--- config.mk ---
export PLATFORM = sky130hd
export DESIGN_NAME = sel_root_locator
export DESIGN_NICKNAME = d
export VERILOG_FILES = /design/src/rtl/sel_gf_pkg.sv /design/src/rtl/sel_gf_step.sv /design/src/rtl/sel_root_match.sv /design/src/rtl/sel_beat_ctr.sv /design/src/rtl/sel_root_locator.sv
export SDC_FILE = /design/constraint.sdc
export NUM_CORES = 1
export LEC_CHECK = 0
export CORE_AREA = 2 2 39 41
export DETAILED_ROUTE_END_ITERATION = 10
export DIE_AREA = 0 0 41 43
export PLACE_DENSITY_LB_ADDON = 0.08
export SETUP_SLACK_MARGIN = 0.3
export SLEW_MARGIN = 20
export SYNTH_ARGS = -nofsm -noshare
export SYNTH_HDL_FRONTEND = slang
export SYNTH_HIERARCHICAL = 1
export SYNTH_SLANG_ARGS = --single-unit
export TNS_END_PERCENT = 5
--- constraint.sdc ---
create_clock -name clk -period 1.95 [get_ports clk]
set_input_delay 0.39 -clock clk [delete_from_list [all_inputs] [get_ports clk]]
set_output_delay 0.39 -clock clk [all_outputs]
set_load 0.01 [all_outputs]
--- src/rtl/sel_gf_pkg.sv ---
package sel_gf_pkg;

   // One multiply by alpha on an m-bit field element held in a 32-bit word.
   function automatic logic [31:0] gf_xtime(input logic [31:0] v, input logic [31:0] poly,
                                            input int unsigned m);
      logic [31:0] mask;
      logic [31:0] r;
      mask = (32'd1 << m) - 32'd1;
      r = (v << 1) & mask;
      if (v[m-1]) r = r ^ poly;
      return r & mask;
   endfunction

   // alpha raised to e, by repeated stepping from the element 1.
   function automatic logic [31:0] gf_alpha_pow(input int unsigned e, input logic [31:0] poly,
                                                input int unsigned m);
      logic [31:0] r;
      r = 32'd1;
      for (int unsigned i = 0; i < e; i++) r = gf_xtime(r, poly, m);
      return r;
   endfunction

endpackage

--- src/rtl/sel_gf_step.sv ---
module sel_gf_step #(
   parameter int unsigned M = 3,
   parameter logic [M-1:0] POLY = 3'b011,
   parameter int unsigned P = 1
) (
   input  logic [M-1:0] cur,
   output logic [M-1:0] nxt
);
   logic [M-1:0] chain [0:P];

   assign chain[0] = cur;

   for (genvar g = 0; g < P; g++) begin : g_step
      assign chain[g+1] = {chain[g][M-2:0], 1'b0} ^ (chain[g][M-1] ? POLY : '0);
   end

   assign nxt = chain[P];
endmodule

--- src/rtl/sel_root_match.sv ---
module sel_root_match
   import sel_gf_pkg::*;
#(
   parameter int unsigned M = 3,
   parameter logic [M-1:0] POLY = 3'b011,
   parameter int unsigned P = 1
) (
   input  logic [M-1:0] cur,
   output logic [P-1:0] hit
);
   localparam int unsigned Q = (1 << M) - 1;

   for (genvar g = 0; g < P; g++) begin : g_lane
      localparam logic [31:0] KF = gf_alpha_pow((Q - g) % Q, 32'(POLY), M);
      localparam logic [M-1:0] K = KF[M-1:0];
      assign hit[g] = (cur == K);
   end
endmodule

--- src/rtl/sel_beat_ctr.sv ---
module sel_beat_ctr #(
   parameter int unsigned BEATS = 7,
   localparam int unsigned CW = (BEATS > 1) ? $clog2(BEATS) : 1
) (
   input  logic          clk,
   input  logic          rst_n,
   input  logic          load,
   input  logic          run,
   output logic [CW-1:0] cnt,
   output logic          last
);
   assign last = (32'(cnt) == BEATS - 1);

   always_ff @(posedge clk or negedge rst_n) begin
      if (!rst_n)             cnt <= '0;
      else if (load)          cnt <= '0;
      else if (run && !last)  cnt <= cnt + 1'b1;
   end

   // the beat index never leaves its range
   p_cnt_range_r2: assert property (@(posedge clk) disable iff (!rst_n) 32'(cnt) < BEATS);
endmodule

--- src/rtl/sel_root_locator.sv ---
module sel_root_locator #(
   parameter int unsigned M = 3,
   parameter logic [M-1:0] POLY = 3'b011,
   parameter int unsigned N = 7,
   parameter int unsigned P = 1
) (
   input  logic         clk,
   input  logic         rst_n,
   input  logic         start,
   input  logic [M-1:0] lambda1,
   output logic         busy,
   output logic         out_valid,
   output logic [P-1:0] out_flags,
   output logic         done,
   output logic         err_zero
);
   localparam int unsigned Q     = (1 << M) - 1;
   localparam int unsigned BEATS = (N + P - 1) / P;
   localparam int unsigned CW    = (BEATS > 1) ? $clog2(BEATS) : 1;

   if (M < 2 || M > 16) begin : g_bad_m
      $error("field width out of range");
   end
   if (N < 1 || N > Q) begin : g_bad_n
      $error("codeword length must lie in 1..2^M-1");
   end
   if (P < 1 || P > N) begin : g_bad_p
      $error("parallel width must lie in 1..N");
   end
   if (POLY[0] != 1'b1) begin : g_bad_poly
      $error("generator must have a constant term");
   end

   logic [M-1:0]  acc;
   logic [M-1:0]  acc_nxt;
   logic [P-1:0]  hit;
   logic [P-1:0]  lane_ok;
   logic [CW-1:0] cnt;
   logic          last;
   logic          accept;

   assign accept = start && !busy;

   sel_gf_step #(.M(M), .POLY(POLY), .P(P)) u_step (.cur(acc), .nxt(acc_nxt));
   sel_root_match #(.M(M), .POLY(POLY), .P(P)) u_match (.cur(acc), .hit(hit));
   sel_beat_ctr #(.BEATS(BEATS)) u_ctr (
      .clk(clk), .rst_n(rst_n), .load(accept), .run(busy), .cnt(cnt), .last(last)
   );

   always_comb begin
      for (int g = 0; g < int'(P); g++) begin
         lane_ok[g] = (int'(cnt) * int'(P) + g) < int'(N);
      end
   end

   always_ff @(posedge clk or negedge rst_n) begin
      if (!rst_n) begin
         acc      <= '0;
         busy     <= 1'b0;
         done     <= 1'b0;
         err_zero <= 1'b0;
      end else if (accept) begin
         acc      <= lambda1;
         busy     <= 1'b1;
         done     <= 1'b0;
         err_zero <= (lambda1 == '0);
      end else if (busy) begin
         acc  <= acc_nxt;
         busy <= !last;
         done <= last;
      end else begin
         done <= 1'b0;
      end
   end

   assign out_valid = busy;
   assign out_flags = busy ? (hit & lane_ok) : '0;

   // Flag tally of the current stream, used only by the checks below.
   logic seen_hit;
   always_ff @(posedge clk or negedge rst_n) begin
      if (!rst_n)                  seen_hit <= 1'b0;
      else if (accept)             seen_hit <= 1'b0;
      else if (busy && |out_flags) seen_hit <= 1'b1;
   end

   // one lane at most within a beat
   p_flags_onehot_r4: assert property (@(posedge clk) disable iff (!rst_n) $onehot0(out_flags));
   // no second flag once a flag has been given in this stream
   p_single_hit_r4: assert property (@(posedge clk) disable iff (!rst_n)
      (busy && seen_hit) |-> (out_flags == '0));
   // the last beat is followed by done with busy low
   p_done_after_last_r6: assert property (@(posedge clk) disable iff (!rst_n)
      (busy && last) |=> (done && !busy));
   // done never lasts two cycles
   p_done_pulse_r6: assert property (@(posedge clk) disable iff (!rst_n) done |=> !done);
   // a zero coefficient raises the flag
   p_zero_err_r7: assert property (@(posedge clk) disable iff (!rst_n)
      (accept && lambda1 == '0) |=> err_zero);
   // a zero coefficient never flags a position
   p_zero_noflag_r7: assert property (@(posedge clk) disable iff (!rst_n)
      err_zero |-> (out_flags == '0));
   // a running stream is not cut short by a new start
   p_busy_holds_r8: assert property (@(posedge clk) disable iff (!rst_n)
      (busy && !last) |=> busy);
endmodule

Word-level counts from Yosys, hierarchy flattened
Cells that the tools add are included.

Add/subtract/negate cells: 1. $lt $le $gt $ge: 1. Eq/ne operators: 2. Mux-type cells: 10. Bitwise logic cells: 2. Reductions and logical operators: 7.

Operators by type and width (count): $mux 3 (4); $mux 1 (5); $reduce_bool 2->1 (2); $add 3x1->3 const B (1); $eq 3x1->1 const B (1); $eq 3x3->1 const B (1); $logic_not 3->1 (1); $lt 3x3->1 const B (1); $xor 3x3->3 (1); $logic_and 1x1->1 (2); $logic_not 1->1 (2); $mux 2 (1); $and 1x1->1 (1).

Bits in registers: 9. Input port bits: 6. Output and inout bits: 5.

Longest topological paths before layout
Word-level depth: 5. Depth in mapped cells: 5. Mapped depth without buffers: 5.

Cells and area by module
Netlist, hierarchy kept.

By module, submodules not included: sel_root_locator (times used 1, cells each 26, area an instance 294.0 um2); sel_beat_ctr (times used 1, cells each 17, area an instance 185.2 um2); sel_gf_step (times used 1, cells each 3, area an instance 23.8 um2); sel_root_match (times used 1, cells each 1, area an instance 12.5 um2).

Worst setup path after synthesis
No wires, ideal clock.

Kind: register -> output. Start: reg busy. End: out out_flags. Arrival time: 0.873 ns. Data required time: 1.560 ns. Path slack: 0.687 ns. Stages on the path, launching flop included: 4. Path buffers: 1. Path through: dfrtp_1 -> buf_6 -> nand2_1 -> a31oi_1.

Word-level cells in the longest chain between the ends: 1.

RTL lines: start, declared (line sel_root_locator.sv:11) `output logic busy,`; start signal, assigned (line sel_root_locator.sv:69) `busy <= !last;`; $mux 1 (line sel_root_locator.sv:77) `assign out_flags = busy ? (hit & lane_ok) : '0;`; end, declared (line sel_root_locator.sv:13) `output logic [P-1:0] out_flags,`.

Every way passes these cells.

Final worst setup path
Start: reg acc[2]. End: out out_flags.

Word-level cells in the longest chain between the ends: 3.

RTL lines: start, declared (line sel_root_locator.sv:34) `logic [M-1:0] acc;`; start signal, assigned (line sel_root_locator.sv:63) `acc <= lambda1;`; start signal, assigned (line sel_root_locator.sv:68) `acc <= acc_nxt;`; $eq 3x1->1 (line sel_root_match.sv:16) `assign hit[g] = (cur == K);`; via hit (line sel_root_locator.sv:36) `logic [P-1:0] hit;`; $and 1x1->1 (line sel_root_locator.sv:77); $mux 1 (line sel_root_locator.sv:77).

The timed path passes the listed nets, and every way through them passes these cells.

==> flow_summary.ini <==
[clocking]
clk_latency_ns = 0.25
ctsRootBufferMaster = sky130_fd_sc_hd__clkbuf_4
clk_pin_slew_worst_paths_ns = 0.06
cts_setup_buffers = 0
cts.path.max_buffers = 2
cts-buffers-inserted = 3
clock_sink_count = 9
cts-htree-levels = 1
tritoncts_clock_tree = yes

[power]
power_report.internal_total_uw = 600
clock_power_share = 0.145
vdd_ir_drop_max_v = 0.000720
power_leakage_nw = 0.292
comb_power_share = 0.474
total_switching_power_uw = 361
part_of_the_power_in_registers = 0.381
power-per-cell-area_mw_per_mm2 = 1520
swShare = 0.375

[worst_setup_path]
worstSetupStartpointType = flip-flop
slowest_library_cell_on_the_worst_path = sky130_fd_sc_hd__dfrtp_1
worst_setup_path_end_kind = output port
worst-path-buf-inv = 1
cp_slowest_stage_delay_ns = 0.42
critPathTopFamily = flip-flops
crit_fanout = 4
startpoint_to_endpoint_class_of_the_critical_path = flip-flop to output port
timing.critical_path.cells = nor3b_2 > nand2_1 > a31oi_1 > clkbuf_2
critPathRequiredTime_ns = 1.56
timing.critical_path.arrival_ns = 1.19

[timing]
hold_viol = 0
timing.slew.headroom = 0.719
final.period_utilization = 0.810
final.setup_skew_ns = 0.000799
maxSlewViolCount = 0
final-setup-viol-count = 0
final.setup.tns_ns = 0
max_freq_mhz = 633
fin_worst_hold_slack_ns = 0.437
finalWorstSetupSlack_ns = 0.370
unrepaired_setup_endpoints_after_global_routing = true
timing.final.crit_period_ns = 1.58
tightestPinTransition_ns = 0.421

[yosys]
syn_avg_cell_area_sq_um = 11.0
synth-edff-count = 0
yosys_register_bits = 9
netlist_area_sq_um = 515
async_flop_share = 1.00
synthesis.instances = 47
postSynthNetCount = 55
synth_warnings = 6
share_of_the_yosys_chip_area_belonging_to_registers = 0.437
number_of_distinct_library_cell_variants_in_the_gate_level_netlist_after_synthesis = 22
ys.flop_type = sky130_fd_sc_hd__dfrtp_1

[die]
die_w_um = 41
ioPinCount = 11
starting_utilization_of_the_core_area = 0.373
floorplan.core_area_sq_mm = 0.00138
die_height_um = 43
die_area_sq_mm = 0.00176
rows = 14

[layout]
post_route_cells_drive_above_1_share = 0.190
synth_to_layout_area_growth_pct = 22.6
final_core_util = 0.457
fill_cells = 138
multi_input_comb_area_sq_um = 241
antenna-diode-count = 0
most_common_library_cell_in_the_layout_ignoring_fill_and_taps = sky130_fd_sc_hd__dfrtp_1
layout.area.seq_sq_um = 225
layout.cells.most_common_list = sky130_fd_sc_hd__dfrtp_1, sky130_fd_sc_hd__clkdlybuf4s50_1, sky130_fd_sc_hd__nand2_1, sky130_fd_sc_hd__nor2_1
fin_nets = 67
final_cell_count_no_fill = 74

[grt]
grt_max_degree = 15
global_route.overflow_total = 0
grt_use_total = 0.132
grt_pass1_vias = 358
number_of_antenna_violations_at_the_first_check_in_global_routing = 0
grt_first_pass_wirelength_um = 1500

[routing]
routed_wirelength_um = 983
detailedRoute.firstPassIterationCount = 4
final_antenna_net_count = 0
drt-vias-per-instance = 4.72
routed_wire_length_per_instance_um = 13.3
drc_violations_left = 0
drtIter0Drc = 8
detailroute.via_count = 349

[placement]
detailedPlacementHpwl_um = 757
pre_cts_slack_ns = 0.222
gp_congestion = 0.647
placedCellCount = 70
port_buffers = 10

[outcome]
status = completed

[hold_path]
timing.hold.worst.class = input port to async pin

[flow_run]
max_cap_violations = 0
-- state kept, by name, summed over array words and instances, names as in the netlist --
name and count:
busy 1, acc 3, u_ctr/cnt 3, done 1
err_zero 1
-- synthesized netlist by cell type, drive strengths merged, types with 2 or more instances --
cell,number,share of area
and2,2,0.024
buf,5,0.087
dfrtp,9,0.44
ha,2,0.049
mux2,3,0.073
mux2i,3,0.058
nand2,4,0.029
nor2,4,0.029
nor2b,3,0.051
nor3,2,0.019
o21ai,3,0.029
-- stage by stage --
step / power [mW] / instance area [sq um]
after CTS: 0.979 / 633
final: 0.960 / 632
after global routing: 1.05 / 632
after global placement: 0.797 / 606
after floorplan: 0.707 / 515
after detailed placement: 0.835 / 606
-- cell families after synthesis --
logic type	count (synthesis)	share of synthesized area
AND/OR/NAND/NOR	17	0.199
flip-flops	9	0.437
buffers and inverters	6	0.0946
XOR/XNOR	1	0.0170
multiplexers	6	0.131
AO/OA/AOI/OAI	6	0.0728
adder cells (fa/ha/maj)	2	0.0485
-- layer usage --
layer | wire, um | global-route usage
met5 | 0 | 0
met2 | 488 | 0.184
met1 | 436 | 0.161
met4 | 6 | 0.100
met3 | 52 | 0.0419
-- final timing paths --
kind | startpoint | to | slack, ns | cells past startpoint
setup / recovery | acc[2]$_DFFE_PN0P_ | out_flags | 0.37 | 4
hold / removal | rst_n | busy$_DFF_PN0_ | 0.44 | 1
setup reg to reg | u_ctr/cnt[0]$_DFFE_PN0P_ | u_ctr/cnt[1]$_DFFE_PN0P_ | 0.54 | 4
hold reg to reg | err_zero$_DFFE_PN0P_ | err_zero$_DFFE_PN0P_ | 0.51 | 1
max in group asynchronous | rst_n | u_ctr/cnt[2]$_DFFE_PN0P_ | 1.22 | 1
min in group clk | err_zero$_DFFE_PN0P_ | err_zero$_DFFE_PN0P_ | 0.51 | 1
-- worst register-to-register path, delay by kind of cell (launching register included) --
kind            cells  cell delay, ns
buf+inv             1            0.07
fa+ha+maj           1            0.24
flops               1            0.42
mux                 1            0.35
compound gates      1            0.21
-- power by group through the flow --
stage / Sequential [mW] / Clock [mW] / Combinational, mW
2_1_floorplan: 0.365 / 0 / 0.342
3_3_place_gp: 0.357 / 0 / 0.440
3_5_place_dp: 0.367 / 0 / 0.468
4_1_cts: 0.366 / 0.146 / 0.467
5_1_grt: 0.380 / 0.158 / 0.511
6_report: 0.366 / 0.139 / 0.455
-- what timing repair did --
action | 4_1_cts | 5_1_grt
hold buffers | 0 | 0
endpoints found under the setup margin | 3 | 2
resized for setup | 3 | 4
-- area by class of cell --
type | count | share of cell area
Timing Repair Buffer | 12 | 0.182
Tap cell | 16 | 0.0317
Sequential cell | 9 | 0.356
Clock buffer | 4 | 0.0416
Inverter | 1 | 0.00594
Multi-Input combinational cell | 32 | 0.382
Power figures use the tool's default switching activity.
